--- src/rtl/can_rx_router_pkg.sv ---
package can_rx_router_pkg;

  // destination codes shared by filter elements and the done result
  typedef enum logic [1:0] {
    DEST_BUF   = 2'd0,
    DEST_FIFO0 = 2'd1,
    DEST_FIFO1 = 2'd2,
    DEST_DROP  = 2'd3
  } rxDest_e;

  // strobes from the scan control to the datapath
  typedef struct packed {
    logic capture;  // latch the presented frame
    logic finish;   // scan ends this cycle, commit the route
    logic hit;      // current element accepted the frame
  } scanStrobe_t;

endpackage

--- src/rtl/can_rx_ctrl.sv ---
module can_rx_ctrl
  import can_rx_router_pkg::*;
#(
  parameter int NUM_STD = 4,
  parameter int NUM_EXT = 4,
  localparam int MAX_F = (NUM_STD > NUM_EXT) ? NUM_STD : NUM_EXT,
  localparam int IDX_W = (MAX_F > 1) ? $clog2(MAX_F) : 1
) (
  input  logic             clk,
  input  logic             rstN,
  input  logic             frmValid,
  input  logic             frmIsExt,
  input  logic             elemHit,
  output logic             scanBusy,
  output logic [IDX_W-1:0] scanIdx,
  output scanStrobe_t      strobes
);

  localparam logic [IDX_W-1:0] LAST_STD = IDX_W'(NUM_STD - 1);
  localparam logic [IDX_W-1:0] LAST_EXT = IDX_W'(NUM_EXT - 1);

  logic             busyQ;
  logic             extQ;
  logic [IDX_W-1:0] idxQ;
  logic [IDX_W-1:0] lastIdx;

  assign lastIdx = extQ ? LAST_EXT : LAST_STD;

  always_comb begin
    strobes.capture = frmValid && !busyQ;
    strobes.hit     = busyQ && elemHit;
    strobes.finish  = busyQ && (elemHit || (idxQ == lastIdx));
  end

  always_ff @(posedge clk) begin
    if (!rstN) begin
      busyQ <= 1'b0;
      extQ  <= 1'b0;
      idxQ  <= '0;
    end else if (strobes.capture) begin
      busyQ <= 1'b1;
      extQ  <= frmIsExt;
      idxQ  <= '0;
    end else if (strobes.finish) begin
      busyQ <= 1'b0;
    end else if (busyQ) begin
      idxQ <= idxQ + 1'b1;
    end
  end

  assign scanBusy = busyQ;
  assign scanIdx  = idxQ;


  finish_idle_chk: assert property (@(posedge clk) disable iff (!rstN)
    strobes.finish |=> !scanBusy);


  capture_start_chk: assert property (@(posedge clk) disable iff (!rstN)
    strobes.capture |=> (scanBusy && scanIdx == '0));


  idx_bound_chk: assert property (@(posedge clk) disable iff (!rstN)
    scanBusy |-> (scanIdx <= lastIdx));

endmodule

--- src/rtl/can_rx_dpath.sv ---
module can_rx_dpath
  import can_rx_router_pkg::*;
#(
  parameter int NUM_STD    = 4,
  parameter int NUM_EXT    = 4,
  parameter int NUM_BUF    = 8,
  parameter int FIFO_DEPTH = 4,
  localparam int MAX_F = (NUM_STD > NUM_EXT) ? NUM_STD : NUM_EXT,
  localparam int IDX_W = (MAX_F > 1) ? $clog2(MAX_F) : 1,
  localparam int BUF_W = (NUM_BUF > 1) ? $clog2(NUM_BUF) : 1,
  localparam int LVL_W = $clog2(FIFO_DEPTH + 1)
) (
  input  logic             clk,
  input  logic             rstN,
  input  logic             cfgWrEn,
  input  logic             cfgIsExt,
  input  logic [IDX_W-1:0] cfgIdx,
  input  logic             cfgEnable,
  input  logic [28:0]      cfgId,
  input  logic [28:0]      cfgMask,
  input  logic [1:0]       cfgDest,
  input  logic [BUF_W-1:0] cfgBufIdx,
  input  logic [1:0]       nonMatchDest,
  input  logic             frmIsExt,
  input  logic [28:0]      frmId,
  input  scanStrobe_t      strobes,
  input  logic [IDX_W-1:0] scanIdx,
  output logic             elemHit,
  output logic             doneValid,
  output logic [1:0]       doneDest,
  output logic [BUF_W-1:0] doneBufIdx,
  output logic             doneDiscard,
  output logic [NUM_BUF-1:0] newData,
  input  logic [NUM_BUF-1:0] newDataClr,
  output logic [LVL_W-1:0] fifoLevel [2],
  input  logic [1:0]       fifoRdAck,
  output logic [1:0]       fifoOvf,
  input  logic [1:0]       fifoOvfClr
);

  localparam logic [LVL_W-1:0] LVL_FULL = LVL_W'(FIFO_DEPTH);
  localparam logic [28:0]      STD_BITS = 29'h7FF;

  typedef struct packed {
    logic             en;
    logic [28:0]      id;
    logic [28:0]      mask;
    logic [1:0]       dest;
    logic [BUF_W-1:0] bufIdx;
  } filtElem_t;

  filtElem_t stdTab [NUM_STD];
  filtElem_t extTab [NUM_EXT];
  filtElem_t cfgElem;
  filtElem_t curElem;

  logic        frmExtQ;
  logic [28:0] frmIdQ;
  logic [28:0] cmpMask;
  logic [1:0]  routeDest;
  logic [BUF_W-1:0] routeBuf;
  logic        storeBuf;
  logic [1:0]  storeFifo;
  logic [1:0]  fifoFull;
  logic [1:0]  fifoInc;
  logic [1:0]  fifoDec;
  logic [NUM_BUF-1:0] setVec;
  logic        dropFull;

  // ---------------- filter element storage ----------------
  always_comb begin
    cfgElem.en     = cfgEnable;
    cfgElem.id     = cfgId;
    cfgElem.mask   = cfgMask;
    cfgElem.dest   = cfgDest;
    cfgElem.bufIdx = cfgBufIdx;
  end

  always_ff @(posedge clk) begin
    if (!rstN) begin
      for (int i = 0; i < NUM_STD; i++) stdTab[i] <= '0;
      for (int i = 0; i < NUM_EXT; i++) extTab[i] <= '0;
    end else if (cfgWrEn) begin
      for (int i = 0; i < NUM_STD; i++)
        if (!cfgIsExt && cfgIdx == IDX_W'(i)) stdTab[i] <= cfgElem;
      for (int i = 0; i < NUM_EXT; i++)
        if (cfgIsExt && cfgIdx == IDX_W'(i)) extTab[i] <= cfgElem;
    end
  end

  // ---------------- captured frame ----------------
  always_ff @(posedge clk) begin
    if (!rstN) begin
      frmExtQ <= 1'b0;
      frmIdQ  <= '0;
    end else if (strobes.capture) begin
      frmExtQ <= frmIsExt;
      frmIdQ  <= frmId;
    end
  end

  // ---------------- element select and compare ----------------
  always_comb begin
    curElem = '0;
    if (frmExtQ) begin
      for (int i = 0; i < NUM_EXT; i++)
        if (scanIdx == IDX_W'(i)) curElem = extTab[i];
    end else begin
      for (int i = 0; i < NUM_STD; i++)
        if (scanIdx == IDX_W'(i)) curElem = stdTab[i];
    end
  end

  assign cmpMask = frmExtQ ? curElem.mask : (curElem.mask & STD_BITS);
  assign elemHit = curElem.en && (((frmIdQ ^ curElem.id) & cmpMask) == '0);

  // ---------------- routing decision ----------------
  always_comb begin
    routeBuf = curElem.bufIdx;
    if (strobes.hit) begin
      routeDest = curElem.dest;
    end else begin
      routeBuf = '0;
      if (nonMatchDest == DEST_FIFO0 || nonMatchDest == DEST_FIFO1)
        routeDest = nonMatchDest;
      else
        routeDest = DEST_DROP;
    end
  end

  always_comb begin
    storeBuf     = strobes.finish && (routeDest == DEST_BUF);
    storeFifo[0] = strobes.finish && (routeDest == DEST_FIFO0);
    storeFifo[1] = strobes.finish && (routeDest == DEST_FIFO1);
    setVec       = '0;
    if (storeBuf) setVec[routeBuf] = 1'b1;
    for (int f = 0; f < 2; f++) begin
      fifoFull[f] = (fifoLevel[f] == LVL_FULL);
      fifoInc[f]  = storeFifo[f] && !fifoFull[f];
      fifoDec[f]  = fifoRdAck[f] && (fifoLevel[f] != '0);
    end
    dropFull = (storeFifo[0] && fifoFull[0]) || (storeFifo[1] && fifoFull[1]);
  end

  // ---------------- done result ----------------
  always_ff @(posedge clk) begin
    if (!rstN) begin
      doneValid   <= 1'b0;
      doneDest    <= '0;
      doneBufIdx  <= '0;
      doneDiscard <= 1'b0;
    end else begin
      doneValid <= strobes.finish;
      if (strobes.finish) begin
        doneDest    <= routeDest;
        doneBufIdx  <= routeBuf;
        doneDiscard <= (routeDest == DEST_DROP) || dropFull;
      end
    end
  end

  // ---------------- new-data flags ----------------
  always_ff @(posedge clk) begin
    if (!rstN) newData <= '0;
    else       newData <= (newData & ~newDataClr) | setVec;
  end

  // ---------------- FIFO fill levels and overflow ----------------
  always_ff @(posedge clk) begin
    if (!rstN) begin
      for (int f = 0; f < 2; f++) fifoLevel[f] <= '0;
      fifoOvf <= '0;
    end else begin
      for (int f = 0; f < 2; f++) begin
        if (fifoInc[f] && !fifoDec[f])      fifoLevel[f] <= fifoLevel[f] + 1'b1;
        else if (fifoDec[f] && !fifoInc[f]) fifoLevel[f] <= fifoLevel[f] - 1'b1;
        fifoOvf[f] <= (fifoOvf[f] & ~fifoOvfClr[f]) | (storeFifo[f] && fifoFull[f]);
      end
    end
  end


  newdata_set_chk: assert property (@(posedge clk) disable iff (!rstN)
    (doneValid && doneDest == DEST_BUF && !doneDiscard) |-> newData[doneBufIdx]);


  done_pulse_chk: assert property (@(posedge clk) disable iff (!rstN)
    doneValid |=> !doneValid);


  level0_bound_chk: assert property (@(posedge clk) disable iff (!rstN)
    fifoLevel[0] <= LVL_FULL);


  level1_bound_chk: assert property (@(posedge clk) disable iff (!rstN)
    fifoLevel[1] <= LVL_FULL);


  ovf0_hold_chk: assert property (@(posedge clk) disable iff (!rstN)
    (storeFifo[0] && fifoFull[0] && !fifoRdAck[0]) |=> (fifoOvf[0] && fifoLevel[0] == LVL_FULL));


  ovf1_hold_chk: assert property (@(posedge clk) disable iff (!rstN)
    (storeFifo[1] && fifoFull[1] && !fifoRdAck[1]) |=> (fifoOvf[1] && fifoLevel[1] == LVL_FULL));

endmodule

--- src/rtl/can_rx_router.sv ---
module can_rx_router
  import can_rx_router_pkg::*;
#(
  parameter int NUM_STD    = 4,
  parameter int NUM_EXT    = 4,
  parameter int NUM_BUF    = 8,
  parameter int FIFO_DEPTH = 4,
  localparam int MAX_F = (NUM_STD > NUM_EXT) ? NUM_STD : NUM_EXT,
  localparam int IDX_W = (MAX_F > 1) ? $clog2(MAX_F) : 1,
  localparam int BUF_W = (NUM_BUF > 1) ? $clog2(NUM_BUF) : 1,
  localparam int LVL_W = $clog2(FIFO_DEPTH + 1)
) (
  input  logic               clk,
  input  logic               rstN,
  input  logic               cfgWrEn,
  input  logic               cfgIsExt,
  input  logic [IDX_W-1:0]   cfgIdx,
  input  logic               cfgEnable,
  input  logic [28:0]        cfgId,
  input  logic [28:0]        cfgMask,
  input  logic [1:0]         cfgDest,
  input  logic [BUF_W-1:0]   cfgBufIdx,
  input  logic [1:0]         nonMatchDest,
  input  logic               frmValid,
  input  logic               frmIsExt,
  input  logic [28:0]        frmId,
  output logic               scanBusy,
  output logic               doneValid,
  output logic [1:0]         doneDest,
  output logic [BUF_W-1:0]   doneBufIdx,
  output logic               doneDiscard,
  output logic [NUM_BUF-1:0] newData,
  input  logic [NUM_BUF-1:0] newDataClr,
  output logic [LVL_W-1:0]   fifo0Level,
  output logic [LVL_W-1:0]   fifo1Level,
  input  logic               fifo0RdAck,
  input  logic               fifo1RdAck,
  output logic [1:0]         fifoOvf,
  input  logic [1:0]         fifoOvfClr
);

  scanStrobe_t      strobes;
  logic [IDX_W-1:0] scanIdx;
  logic             elemHit;
  logic [LVL_W-1:0] fifoLevel [2];

  can_rx_ctrl #(
    .NUM_STD(NUM_STD),
    .NUM_EXT(NUM_EXT)
  ) u_ctrl (
    .clk      (clk),
    .rstN     (rstN),
    .frmValid (frmValid),
    .frmIsExt (frmIsExt),
    .elemHit  (elemHit),
    .scanBusy (scanBusy),
    .scanIdx  (scanIdx),
    .strobes  (strobes)
  );

  can_rx_dpath #(
    .NUM_STD   (NUM_STD),
    .NUM_EXT   (NUM_EXT),
    .NUM_BUF   (NUM_BUF),
    .FIFO_DEPTH(FIFO_DEPTH)
  ) u_dpath (
    .clk          (clk),
    .rstN         (rstN),
    .cfgWrEn      (cfgWrEn),
    .cfgIsExt     (cfgIsExt),
    .cfgIdx       (cfgIdx),
    .cfgEnable    (cfgEnable),
    .cfgId        (cfgId),
    .cfgMask      (cfgMask),
    .cfgDest      (cfgDest),
    .cfgBufIdx    (cfgBufIdx),
    .nonMatchDest (nonMatchDest),
    .frmIsExt     (frmIsExt),
    .frmId        (frmId),
    .strobes      (strobes),
    .scanIdx      (scanIdx),
    .elemHit      (elemHit),
    .doneValid    (doneValid),
    .doneDest     (doneDest),
    .doneBufIdx   (doneBufIdx),
    .doneDiscard  (doneDiscard),
    .newData      (newData),
    .newDataClr   (newDataClr),
    .fifoLevel    (fifoLevel),
    .fifoRdAck    ({fifo1RdAck, fifo0RdAck}),
    .fifoOvf      (fifoOvf),
    .fifoOvfClr   (fifoOvfClr)
  );

  assign fifo0Level = fifoLevel[0];
  assign fifo1Level = fifoLevel[1];

endmodule

--- config.mk ---
export PLATFORM = sky130hd
export DESIGN_NAME = can_rx_router
export DESIGN_NICKNAME = d
export VERILOG_FILES = /design/src/rtl/can_rx_router_pkg.sv /design/src/rtl/can_rx_ctrl.sv /design/src/rtl/can_rx_dpath.sv /design/src/rtl/can_rx_router.sv
export SDC_FILE = /design/constraint.sdc
export NUM_CORES = 1
export LEC_CHECK = 0
export BUFFER_PORTS_ARGS = -buffer_cell sky130_fd_sc_hd__buf_2
export CELL_PAD_IN_SITES_DETAIL_PLACEMENT = 2
export CELL_PAD_IN_SITES_GLOBAL_PLACEMENT = 2
export CORE_MARGIN = 2
export CORE_UTILIZATION = 44
export DETAILED_ROUTE_END_ITERATION = 12
export PLACE_DENSITY_LB_ADDON = 0.1
export SLEW_MARGIN = 5
export SYNTH_ARGS = -nofsm -noshare
export SYNTH_HDL_FRONTEND = slang
export SYNTH_SLANG_ARGS = --single-unit
--- constraint.sdc ---
create_clock -name clk -period 10.5 [get_ports clk]
set_input_delay 1.575 -clock clk [delete_from_list [all_inputs] [get_ports clk]]
set_output_delay 1.575 -clock clk [all_outputs]
set_load 0.005 [all_outputs]
Word level (Yosys, flattened, before mapping). Memories as Yosys holds them, arrays and structs flattened. Index checks and enable logic that the tools add are counted.

Add/sub/neg operators: 5. Order comparisons: 2. Eq/ne operators: 13. Mux-type cells: 63. Bitwise operators: 21. Reduce and logical (&&, ||, !) cells: 49.

Operators by type and width (number): $mux W64 (17); $mux W1 (36); $and A29 B29 Y29 (1); $logic_not A29 Y1 (1); $mux W29 (1); $xor A29 B29 Y29 (1); $logic_and A1 B1 Y1 (26); $mux W3 (5); $eq A2 B2 Y1 const B (7); $or A1 B1 Y1 (10); $and A8 B8 Y8 (1); $eq A2 B1 Y1 const B (4); $logic_not A1 Y1 (8); $mux W8 (1); $not A8 Y8 (1); $or A8 B8 Y8 (1); $add A3 B1 Y3 const B (2); $eq A3 B3 Y1 const B (2); $logic_not A2 Y1 (3); $reduce_bool A2 Y1 (3); $reduce_bool A3 Y1 (2); $sub A3 B1 Y3 const B (2); $logic_or A1 B1 Y1 (4); $lt A3 B4 Y1 const B (1); other kinds (8) (13).

Flip-flop bits (word level): 56. Memory bits (writable): 512. Bits of input ports: 115. Output and inout port bits: 24. Word-level logic and storage cells: 167. Memories kept: 2.

Memory list: u_dpath.extTab (words 4, bits a word 64, rd ports 4, clocked after memory_dff 0, write ports 4, RTL line can_rx_dpath.sv:53) `filtElem_t extTab [NUM_EXT];`; u_dpath.stdTab (words 4, bits a word 64, rd ports 4, clocked after memory_dff 0, write ports 4, RTL line can_rx_dpath.sv:52) `filtElem_t stdTab [NUM_STD];`.

Logic depth before layout (Yosys ltp). Gate-level depths: netlist (run 1).

Depth after elaboration: 19. Mapped depth: 22. Depth with buffers taken out: 17.

Hierarchy. Synthesis (run 1) repeated with hierarchy kept, for this count alone.

Cell total of the unflattened synthesis: 1443. Area total of the unflattened synthesis: 19429.9 µm².

By module, submodules not included: can_rx_dpath (instances 1, cells an instance 1428, area each 19268.5 µm², seq. area each 12111.6 µm²); can_rx_ctrl (instances 1, cells an instance 15, area each 161.4 µm², seq. area each 60.1 µm²).

Worst setup path before layout (run 1). OpenSTA, ideal clock, no wires.

Path type: in2reg. Start: in cfgWrEn. End: mem u_dpath.extTab[0][0] (netlist name), enable pin. Library setup time: 582 ps. Arrival: 6391 ps. Required time: 9918 ps. Slack: 3527 ps. Stages on the path: 2. Path buffers: 0. Cells stage by stage: nand2_1 > o31ai_1.

RTL lines: start: declaration (RTL line can_rx_router.sv:15) `input logic cfgWrEn,`; end: declaration (RTL line can_rx_dpath.sv:53).

Worst setup path after layout (run 1).
Start: reg u_ctrl.idxQ[0] (netlist: u_ctrl.scanIdx[0]). End: reg u_dpath.fifoLevel[2] (netlist name).

Cells in the longest elaborated chain, start to end: 18. Elaborated cells on any way between the ends: 30. Classes of those cells: eq/ne: 4; mux: 12; bitwise: 2; reduce/logical: 12.

RTL lines: start: declaration (RTL line can_rx_ctrl.sv:24) `logic [IDX_W-1:0] idxQ;`; start signal: assignment (RTL line can_rx_ctrl.sv:47) `idxQ <= idxQ + 1'b1;`; $logic_not A2 Y1 (RTL line can_rx_dpath.sv:107, can_rx_dpath.sv:110); $mux W64 (on tied branches) (4 in series) (RTL line can_rx_dpath.sv:110, can_rx_dpath.sv:107); $mux W64 (RTL line can_rx_dpath.sv:105) `if (frmExtQ) begin`; $xor A29 B29 Y29 / $mux W29 (equally long branches) (RTL line can_rx_dpath.sv:115, can_rx_dpath.sv:114); $and A29 B29 Y29 (RTL line can_rx_dpath.sv:115) `assign elemHit = curElem.en && (((frmIdQ ^ curElem.id) & cmpMask) == '0);`; $logic_not A29 Y1 (RTL line can_rx_dpath.sv:115); $logic_and A1 B1 Y1 (RTL line can_rx_dpath.sv:115); $logic_and A1 B1 Y1 (RTL line can_rx_ctrl.sv:31) `strobes.hit = busyQ && elemHit;`; $mux W2 (RTL line can_rx_dpath.sv:120) `if (strobes.hit) begin`; $eq A2 B2 Y1 (RTL line can_rx_dpath.sv:134) `storeFifo[1] = strobes.finish && (routeDest == DEST_FIFO1);`; $logic_and A1 B1 Y1 (*) (RTL line can_rx_dpath.sv:134); $logic_and A1 B1 Y1 (*) (RTL line can_rx_dpath.sv:139) `fifoInc[f] = storeFifo[f] && !fifoFull[f];`; $logic_not A1 Y1 (RTL line can_rx_dpath.sv:176) `else if (fifoDec[f] && !fifoInc[f]) fifoLevel[f] <= fifoLevel[f] - 1'b1;`; $logic_and A1 B1 Y1 (RTL line can_rx_dpath.sv:176); $reduce_bool A2 Y1 (no line); end signal: indexed assignment (RTL line can_rx_dpath.sv:175) `if (fifoInc[f] && !fifoDec[f]) fifoLevel[f] <= fifoLevel[f] + 1'b1;`; end signal: indexed assignment (RTL line can_rx_dpath.sv:176); end: declaration (RTL line can_rx_dpath.sv:35) `output logic [LVL_W-1:0] fifoLevel [2],`.

Mark *: on every way between the ends. The rest lies on a longest branch, timed or not. A chain may end at the register's enable or synchronous reset.

==> results of run 1 <==
## cell usage in the layout (no fill, tap or decap), types with 7 or more instances in the layout
master and instances:
sky130_fd_sc_hd__buf_4 26, sky130_fd_sc_hd__a21boi_0 35, sky130_fd_sc_hd__inv_1 14, sky130_fd_sc_hd__a22oi_1 10
sky130_fd_sc_hd__a21boi_1 7, sky130_fd_sc_hd__a32oi_1 12, sky130_fd_sc_hd__nor2_1 24, sky130_fd_sc_hd__nor3b_1 7
sky130_fd_sc_hd__a21oi_1 68, sky130_fd_sc_hd__mux4_2 7, sky130_fd_sc_hd__a221oi_1 15, sky130_fd_sc_hd__nand3b_1 34
sky130_fd_sc_hd__nand3_1 7, sky130_fd_sc_hd__o211ai_1 11, sky130_fd_sc_hd__a21o_1 19, sky130_fd_sc_hd__o21ai_1 11
sky130_fd_sc_hd__edfxtp_1 368, sky130_fd_sc_hd__xnor2_1 16, sky130_fd_sc_hd__mux2i_1 7, sky130_fd_sc_hd__o21a_1 13
sky130_fd_sc_hd__and2_1 370, sky130_fd_sc_hd__xor2_1 40, sky130_fd_sc_hd__dfxtp_1 55, sky130_fd_sc_hd__clkbuf_16 49
sky130_fd_sc_hd__clkbuf_1 10, sky130_fd_sc_hd__clkinv_2 9, sky130_fd_sc_hd__nand2b_1 7, sky130_fd_sc_hd__o221ai_1 22
sky130_fd_sc_hd__and3b_1 19, sky130_fd_sc_hd__a31oi_1 9, sky130_fd_sc_hd__o21ai_0 54, sky130_fd_sc_hd__buf_2 138
sky130_fd_sc_hd__nand2_1 192
## metal layers
layer,part of all wire (%),vias to the layer above
li1,-,6103
met1,42,7197
met2,51,363
met3,4.6,117
met4,2.8,0
met5,0,-
## worst max-delay path, stage by stage (launching register included)
cell and delay (ps):
sky130_fd_sc_hd__dfxtp_1 380, sky130_fd_sc_hd__inv_1 220, sky130_fd_sc_hd__ha_4 510, sky130_fd_sc_hd__buf_4 690, sky130_fd_sc_hd__and3b_1 260, sky130_fd_sc_hd__o221ai_1 150
sky130_fd_sc_hd__a32oi_1 340, sky130_fd_sc_hd__xor2_1 120, sky130_fd_sc_hd__a22o_1 250, sky130_fd_sc_hd__or4_4 600, sky130_fd_sc_hd__nor4_4 250, sky130_fd_sc_hd__buf_4 300
sky130_fd_sc_hd__mux2i_1 120, sky130_fd_sc_hd__nor2_1 120, sky130_fd_sc_hd__ha_1 190, sky130_fd_sc_hd__inv_1 70, sky130_fd_sc_hd__fa_1 390, sky130_fd_sc_hd__xor2_1 180
sky130_fd_sc_hd__or3_1 320, sky130_fd_sc_hd__a21boi_0 170
## power groups by stage
stage | Combinational (mW) | Clock (mW) | Sequential, mW
after floorplan | 0.284 | 0 | 2.02
after global placement | 0.443 | 0 | 2.02
after detailed placement | 0.464 | 0 | 2.03
after CTS | 0.473 | 1.74 | 2.00
after global routing | 0.513 | 1.80 | 2.01
final | 0.468 | 1.71 | 2.00
## final cells by class
class / instances / area, um2 / share of cell area [%]
tap: 592 / 741 / 3.28
clock buffer: 62 / 1310 / 5.78
multi-input combinational: 1100 / 7140 / 31.6
timing repair buffer: 164 / 886 / 3.93
inverter: 15 / 56.3 / 0.250
clock inverter: 23 / 263 / 1.16
sequential: 424 / 12200 / 53.9
antenna: 2 / 5.00 / 0.0222
## through the flow
stage	setup WS, ps	util, %	instances	area (um2)
global placement	5050	47.5	2295	21000
CTS	4730	51.0	2380	22600
global route	4440	51.0	2382	22600
detailed placement	4790	47.5	2295	21000
floorplan	3530	-	1657	19700
finish	4750	51.0	2382	22600
## registers in the layout, indices dropped and copies added, names as in the netlist
register / cells
u_ctrl.scanBusy: 1
u_ctrl.scanIdx: 2
u_dpath.doneBufIdx: 3
u_dpath.doneDest: 2
u_dpath.doneDiscard: 1
u_dpath.doneValid: 1
u_dpath.extTab: 256
u_dpath.fifoLevel: 6
u_dpath.fifoOvf: 2
u_dpath.frmExtQ: 1
u_dpath.frmIdQ: 29
u_dpath.newData: 8
u_dpath.stdTab: 112
## worst max path at each step
stage	end	start	depth (start not counted)
after CTS	u_dpath.fifoLevel[2]	u_ctrl.scanIdx[0]	19
after global routing	u_dpath.fifoLevel[2]	u_ctrl.scanIdx[1]	19
after global placement	u_dpath.fifoLevel[2]	u_ctrl.scanIdx[0]	19
after floorplan	u_dpath.extTab[0][0]	cfgWrEn	2
final	u_dpath.fifoLevel[2]	u_ctrl.scanIdx[0]	19
after detailed placement	u_dpath.fifoLevel[2]	u_ctrl.scanIdx[0]	19
## logic make-up after synthesis
kind of cell | count (synthesis) | share of synthesized area (%)
AND/OR/NAND/NOR | 692 | 19.7
flip-flops | 424 | 61.7
AO/OA/AOI/OAI | 330 | 11.3
buffers and inverters | 133 | 3.13
XOR/XNOR | 56 | 2.49
multiplexers | 14 | 1.15
adder cells (fa/ha/maj) | 8 | 0.583
==> summary.md, run 1 <==
| Metric | Value |
|---|---|
| Dominant synthesized flop cell | sky130_fd_sc_hd__edfxtp_1 |
| Htree depth | 2 |
| Number of global-route vias before repair | 15.7k |
| Ranking of synthesized cells by area | sky130_fd_sc_hd__edfxtp_1 56%, sky130_fd_sc_hd__and2_1 12%, sky130_fd_sc_hd__dfxtp_1 5.7% |
| Input/output buffers | 138 |
| Switching share of total power | 25.1% |
| Arrival time of data at the critical path endpoint | 6260 ps |
| Setup violation total in the final timing report | 0 |
| Fraction of layout instances using a drive strength above 1 | 15.3% |
| Number of antenna violations at the first check in global routing | 2 |
| Synth Net Count | 1,780 |
| Die area | 46,600 um2 |
| Weighted congestion reported at the end of routability-driven placement | 0.733 |
| WS Path Type | reg -> reg |
| Worst setup slack for register-to-register paths | 4750 ps |
| Fill cell count | 4,292 |
| Number of nets with antenna violations after detailed routing | 0 |
| Post-CTS setup buffer count | 0 |
| Post-route minimum period | roughly 5800 ps |
| Kind of start point of the critical path | flip-flop |
| Synth-to-layout area growth | 14.3% |
| Pin count of the biggest net entering global routing | 78 |
| Cell at the root of the clock tree | sky130_fd_sc_hd__clkbuf_16 |
| Depth of the worst register-to-register path | 19 |
| Slew Viols, Final | 0 |
| Headroom to the max-slew limit | 23.0% |
| Vias post-DR | 13.8k |
| Combined area of all synthesized cells | 19,700 um2 |
| Final layout net count | 1,874 |
| Most frequent cells after synthesis | 370 x sky130_fd_sc_hd__and2_1, 368 x sky130_fd_sc_hd__edfxtp_1, 192 x sky130_fd_sc_hd__nand2_1 |
| Static leakage | 8.44 nW |
| Startpoint of the most critical hold path | u_dpath.newData[7] |
| Sum Neg Setup Slack | 0 ps |
| Met2 Resource Use GR | 48.7% |
| Die span in y | 216 um |
| Origin of the critical flop-to-flop path | u_ctrl.scanIdx[0] |
| Crit Reg-Reg Endpoint | u_dpath.fifoLevel[2] |
| Max frequency | around 170 MHz |
| Data required time at the worst endpoint | 11,010 ps |
| Hold path endpoint | u_dpath.newData[7] |
| Global-route total usage across every layer | ~28% |
| Reg clk slew, reported paths | 60 ps |
| Number of cells produced by synthesis | 1,657 |
| Congestion Overflow GR | 0 |
| Final critical-path share of the clock period | a little over half |
| Number of placed I/O pins | 139 |
| Clock tree sinks | 424 |
| Synth top area share | 56.0% |
| Number of hold buffers added after cts | 0 |
| Cell accounting for the most synthesized area | sky130_fd_sc_hd__edfxtp_1 |
| Tot Pwr | 4.18 mW |
| Max-Cap Viols | 0 |
| Async set-or-reset flop fraction in the synthesized netlist | 0% |
| Most Used Layer, Global Route | met2 |
| Total power density per cell area | 185 nW/um2 |
| Count of TritonRoute iterations in the first routing pass | 5 |
| Run status | finished clean |
| Synth unique cells | 63 |
| Yosys warning count | 0 |
| Synth Area per Inst | 11.9 um2 |
| Cell-internal power | 3.13 mW |
| Combinational power share | approximately 11% |
| CTS tree | built |
| Final number of hold-violating endpoints | 0 |
| Number of flip-flops and latches in the synthesized netlist | 424 |
| Hold path cells | 2 |
| HPWL after detailed placement | 35.5 mm |
| Core outline area | 44,200 um2 |
| Final setup skew | approximately 16 ps |
| Count of routing violations after the opening detailed-route iteration | 943 |
| Die span in x | about 220 um |
| Most common cell in the netlist | sky130_fd_sc_hd__and2_1 |
| Buffers from clock root to sink, at most | 3 |
| Initial Util | 44.6% |
| Detail-routed net length per standard cell | 26.6 um |
| Worst Hold Slack | 473 ps |
| Post-cts resize count | 0 |
| Total wirelength of the detailed-routed design | 63.2 mm |
| Number of synthesized flops with an enable pin | roughly 370 |
| Global-route wire length before repair | ~96 mm |
| Maximum fanout along the worst path | 57 |
| Setup crit end kind | flip-flop |
| Clock buffer count from CTS | 46 |
| Max IR drop VDD | 127 uV |
| Via density | between 5 and 6 |
| Share of synthesized area occupied by flip-flops and latches | 61.7% |
| DRC violations left | 0 |
| Later-pin clock latency in the skew report | about 600 ps |
| Power spent charging and discharging nets | 1.05 mW |
| RSZ-0062 raised after global routing | false |
| Proportion of power drawn by flip-flops and latches | 47.8% |
| Relative contribution of the clock network to total power | about two fifths |
| Global routing usage on met1 | 34.9% |
| HP Class | reg -> reg |
| Measured slew at the worst slew-check pin | 1160 ps |
| Global routing usage on met3 | under 10% |
| Count of standard-cell rows | 77 |
No activity file was read; power rests on OpenSTA's default activity.
==> run 2: changes to the inputs <==
- CORE_UTILIZATION: 44 -> 41
- clock period: 10.5 -> 5.75 ns (I/O delays scaled with it)
==> run 2 against run 1 <==
Clock power up 74%; register-to-register slack worse by 4200 ps; count of clock-buffer cells in the layout down 5.
==> summary.md, run 2 (same netlist as run 1, synthesis figures left out) <==
| Metric | Value |
|---|---|
| Congestion Overflow GR | 0 |
| HP Class | in -> reg |
| Number of nets with antenna violations after detailed routing | 0 |
| Global routing usage on met3 | 3.03% |
| Total power density per cell area | 330 nW/um2 |
| Maximum fanout along the worst path | 48 |
| Met2 Resource Use GR | around 45% |
| Buffers from clock root to sink, at most | 3 |
| Final layout net count | about 1.9k |
| Measured slew at the worst slew-check pin | 1180 ps |
| Total wirelength of the detailed-routed design | 61.8 mm |
| Global-route wire length before repair | 93.5 mm |
| Worst setup slack for register-to-register paths | 530 ps |
| Count of standard-cell rows | 80 |
| Fill cell count | 4,735 |
| DRC violations left | 0 |
| Number of antenna violations at the first check in global routing | 2 |
| Final number of hold-violating endpoints | 0 |
| RSZ-0062 raised after global routing | false |
| Worst path most repeated cell | sky130_fd_sc_hd__inv_1 |
| # diodes | 0 |
| Kind of start point of the critical path | flip-flop |
| Setup crit end kind | flip-flop |
| Peak per-stage delay on the critical path | 640 ps |
| Number of placed I/O pins | 139 |
| Crit path setup slack, layout | 528 ps |
| Leading cell type in the layout, fill and taps excluded | sky130_fd_sc_hd__and2_1 |
| Post-cts resize count | 0 |
| Max IR drop VDD | 199 uV |
| Final setup skew | 18.8 ps |
| Global routing usage on met1 | 32.3% |
| Cell at the root of the clock tree | sky130_fd_sc_hd__clkbuf_16 |
| Reg clk slew, reported paths | roughly 60 ps |
| # placed instances | 2,329 |
| Cell Chain, Critical Path | inv_1, ha_4, buf_4, and3b_1, o221ai_1, a32oi_1, xnor2_1, a211oi_1, or4_1, nor4_4, mux2i_1, nor2_1, ha_1, inv_1, fa_1, xor2_1, or3_1, a21boi_0 |
| Critical-path top delay cell | sky130_fd_sc_hd__or4_1 |
| Max frequency | 191 MHz |
| Number of hold buffers added after cts | 0 |
| Count of routing violations after the opening detailed-route iteration | 876 |
| Commonest non-fill, non-tap cells in the layout | 370 x sky130_fd_sc_hd__and2_1, 368 x sky130_fd_sc_hd__edfxtp_1, 192 x sky130_fd_sc_hd__nand2_1 |
| Post-place setup slack | 612 ps |
| Die span in x | 223 um |
| Storage cell area | approximately 12,000 um2 |
| WS Path Type | reg -> reg |
| Input/output buffers | ~140 |
| Crit Reg-Reg Endpoint | u_dpath.fifoLevel[5] |
| Source of the critical timing path | u_ctrl.scanIdx[1] |
| Initial Util | 41.4% |
| Count of TritonRoute iterations in the first routing pass | 5 |
| Number of non-filler instances in the completed layout | 2,419 |
| Register containing the most flip-flops in the final layout | u_dpath.extTab |
| Depth of the worst register-to-register path | 18 |
| Global-route total usage across every layer | 25.1% |
| Core outline area | ~48,000 um2 |
| Origin of the critical flop-to-flop path | u_ctrl.scanIdx[1] |
| Fraction of layout instances using a drive strength above 1 | 15.6% |
| Vias post-DR | ~14k |
| Data required time at the worst endpoint | 6250 ps |
| Registers with the most flip-flops | u_dpath.extTab: 256 flops, u_dpath.stdTab: 112 flops, u_dpath.frmIdQ: 29 flops |
| Hold path cells | 2 |
| Worst Hold Slack | 470 ps |
| Post-CTS setup buffer count | 0 |
| Number of flip-flops under the largest register name | 256 |
| Pin count of the biggest net entering global routing | 73 |
| Final critical-path share of the clock period | 90.8% |
| Sum Neg Setup Slack | 0 ps |
| Max-Cap Viols | 0 |
| Clock buffer count from CTS | 49 |
| CTS tree | built |
| Multi-input logic area | 7140 um2 |
| Endpoint of the worst setup timing path | u_dpath.fifoLevel[5] |
| Most Used Layer, Global Route | met2 |
| Run status | finished clean |
| Setup violation total in the final timing report | 0 |
| Weighted congestion reported at the end of routability-driven placement | 0.751 |
| Clock tree sinks | 424 |
| Static leakage | 8.48 nW |
| Via density | 5.63 |
| Die span in y | 223 um |
| Htree depth | 2 |
| Synth-to-layout area growth | 14.8% |
| Number of global-route vias before repair | 14.9k |
| Post-route minimum period | approximately 5200 ps |
| Arrival time of data at the critical path endpoint | 5720 ps |
| Later-pin clock latency in the skew report | 590 ps |
| Slew Viols, Final | 0 |
| Detail-routed net length per standard cell | roughly 26 um |
| Die area | between 40,000 and 50,000 um2 |
| Headroom to the max-slew limit | 21.3% |
| HPWL after detailed placement | around 37 mm |
==> run 2: cell types whose count changed in the layout (fill, tap and decap cells not counted), sizes merged <==
cell,delta
clkinv,+11
bufinv,-3
diode,-2
clkbuf,-5
inv,+2
buf,+11
==> run 2: area by class of cell <==
| class | count | share of cell area, % |
|---|---|---|
| Clock buffer | 57 | 5.59 |
| Clock inverter | 33 | 1.02 |
| Inverter | 15 | 0.249 |
| Multi-Input combinational cell | 1100 | 31.5 |
| Sequential cell | 424 | 53.7 |
| Tap cell | 615 | 3.40 |
| Timing Repair Buffer | 175 | 4.51 |
==> run 2: per-layer routing <==
metal  routed length (um)  vias to the layer above
met5                    0                        -
li1                     -                     6132
met2                31300                      301
met1                26800                     7114
met4                 1150                        0
met3                 2580                       73
==> run 2: worst max-delay path, delay by kind of cell, from the launching register on <==
family	cells	cell delay, ps
and+or+nand+nor	5	1770
adders and majority gates	3	1130
AOI/OAI and AO/OA	4	680
buffers and inverters	3	570
xor gates and xnor gates	2	480
DFF	1	360
muxes	1	140
==> run 2: stage by stage <==
stage               total power, mW  instance area, um2  utilization [%]
detailed placement             4.58               21200             44.4
finish                         7.48               22700             47.5
floorplan                      4.21               19700                -
global route                   7.76               22700             47.5
global placement               4.53               21200             44.4
CTS                            7.56               22700             47.5
==> run 2: how the worst min path moves through the flow <==
| stage | startpoint | to |
|---|---|---|
| 2_1_floorplan | u_dpath.frmIdQ[1] | u_dpath.frmIdQ[1] |
| 3_3_place_gp | u_dpath.newData[0] | u_dpath.newData[0] |
| 3_5_place_dp | u_dpath.newData[0] | u_dpath.newData[0] |
| 4_1_cts | newDataClr[7] | u_dpath.newData[7] |
| 5_1_grt | newDataClr[7] | u_dpath.newData[7] |
| 6_report | newDataClr[7] | u_dpath.newData[7] |
==> run 2: report_power, final <==
part           internal (mW)  switching, mW  total [mW]  leakage (nW)
sequential              3.55         0.0983        3.65          4.01
clock                   1.70           1.27        2.97         0.733
combinational          0.320          0.541       0.860          3.73
total                   5.57           1.91        7.48          8.48
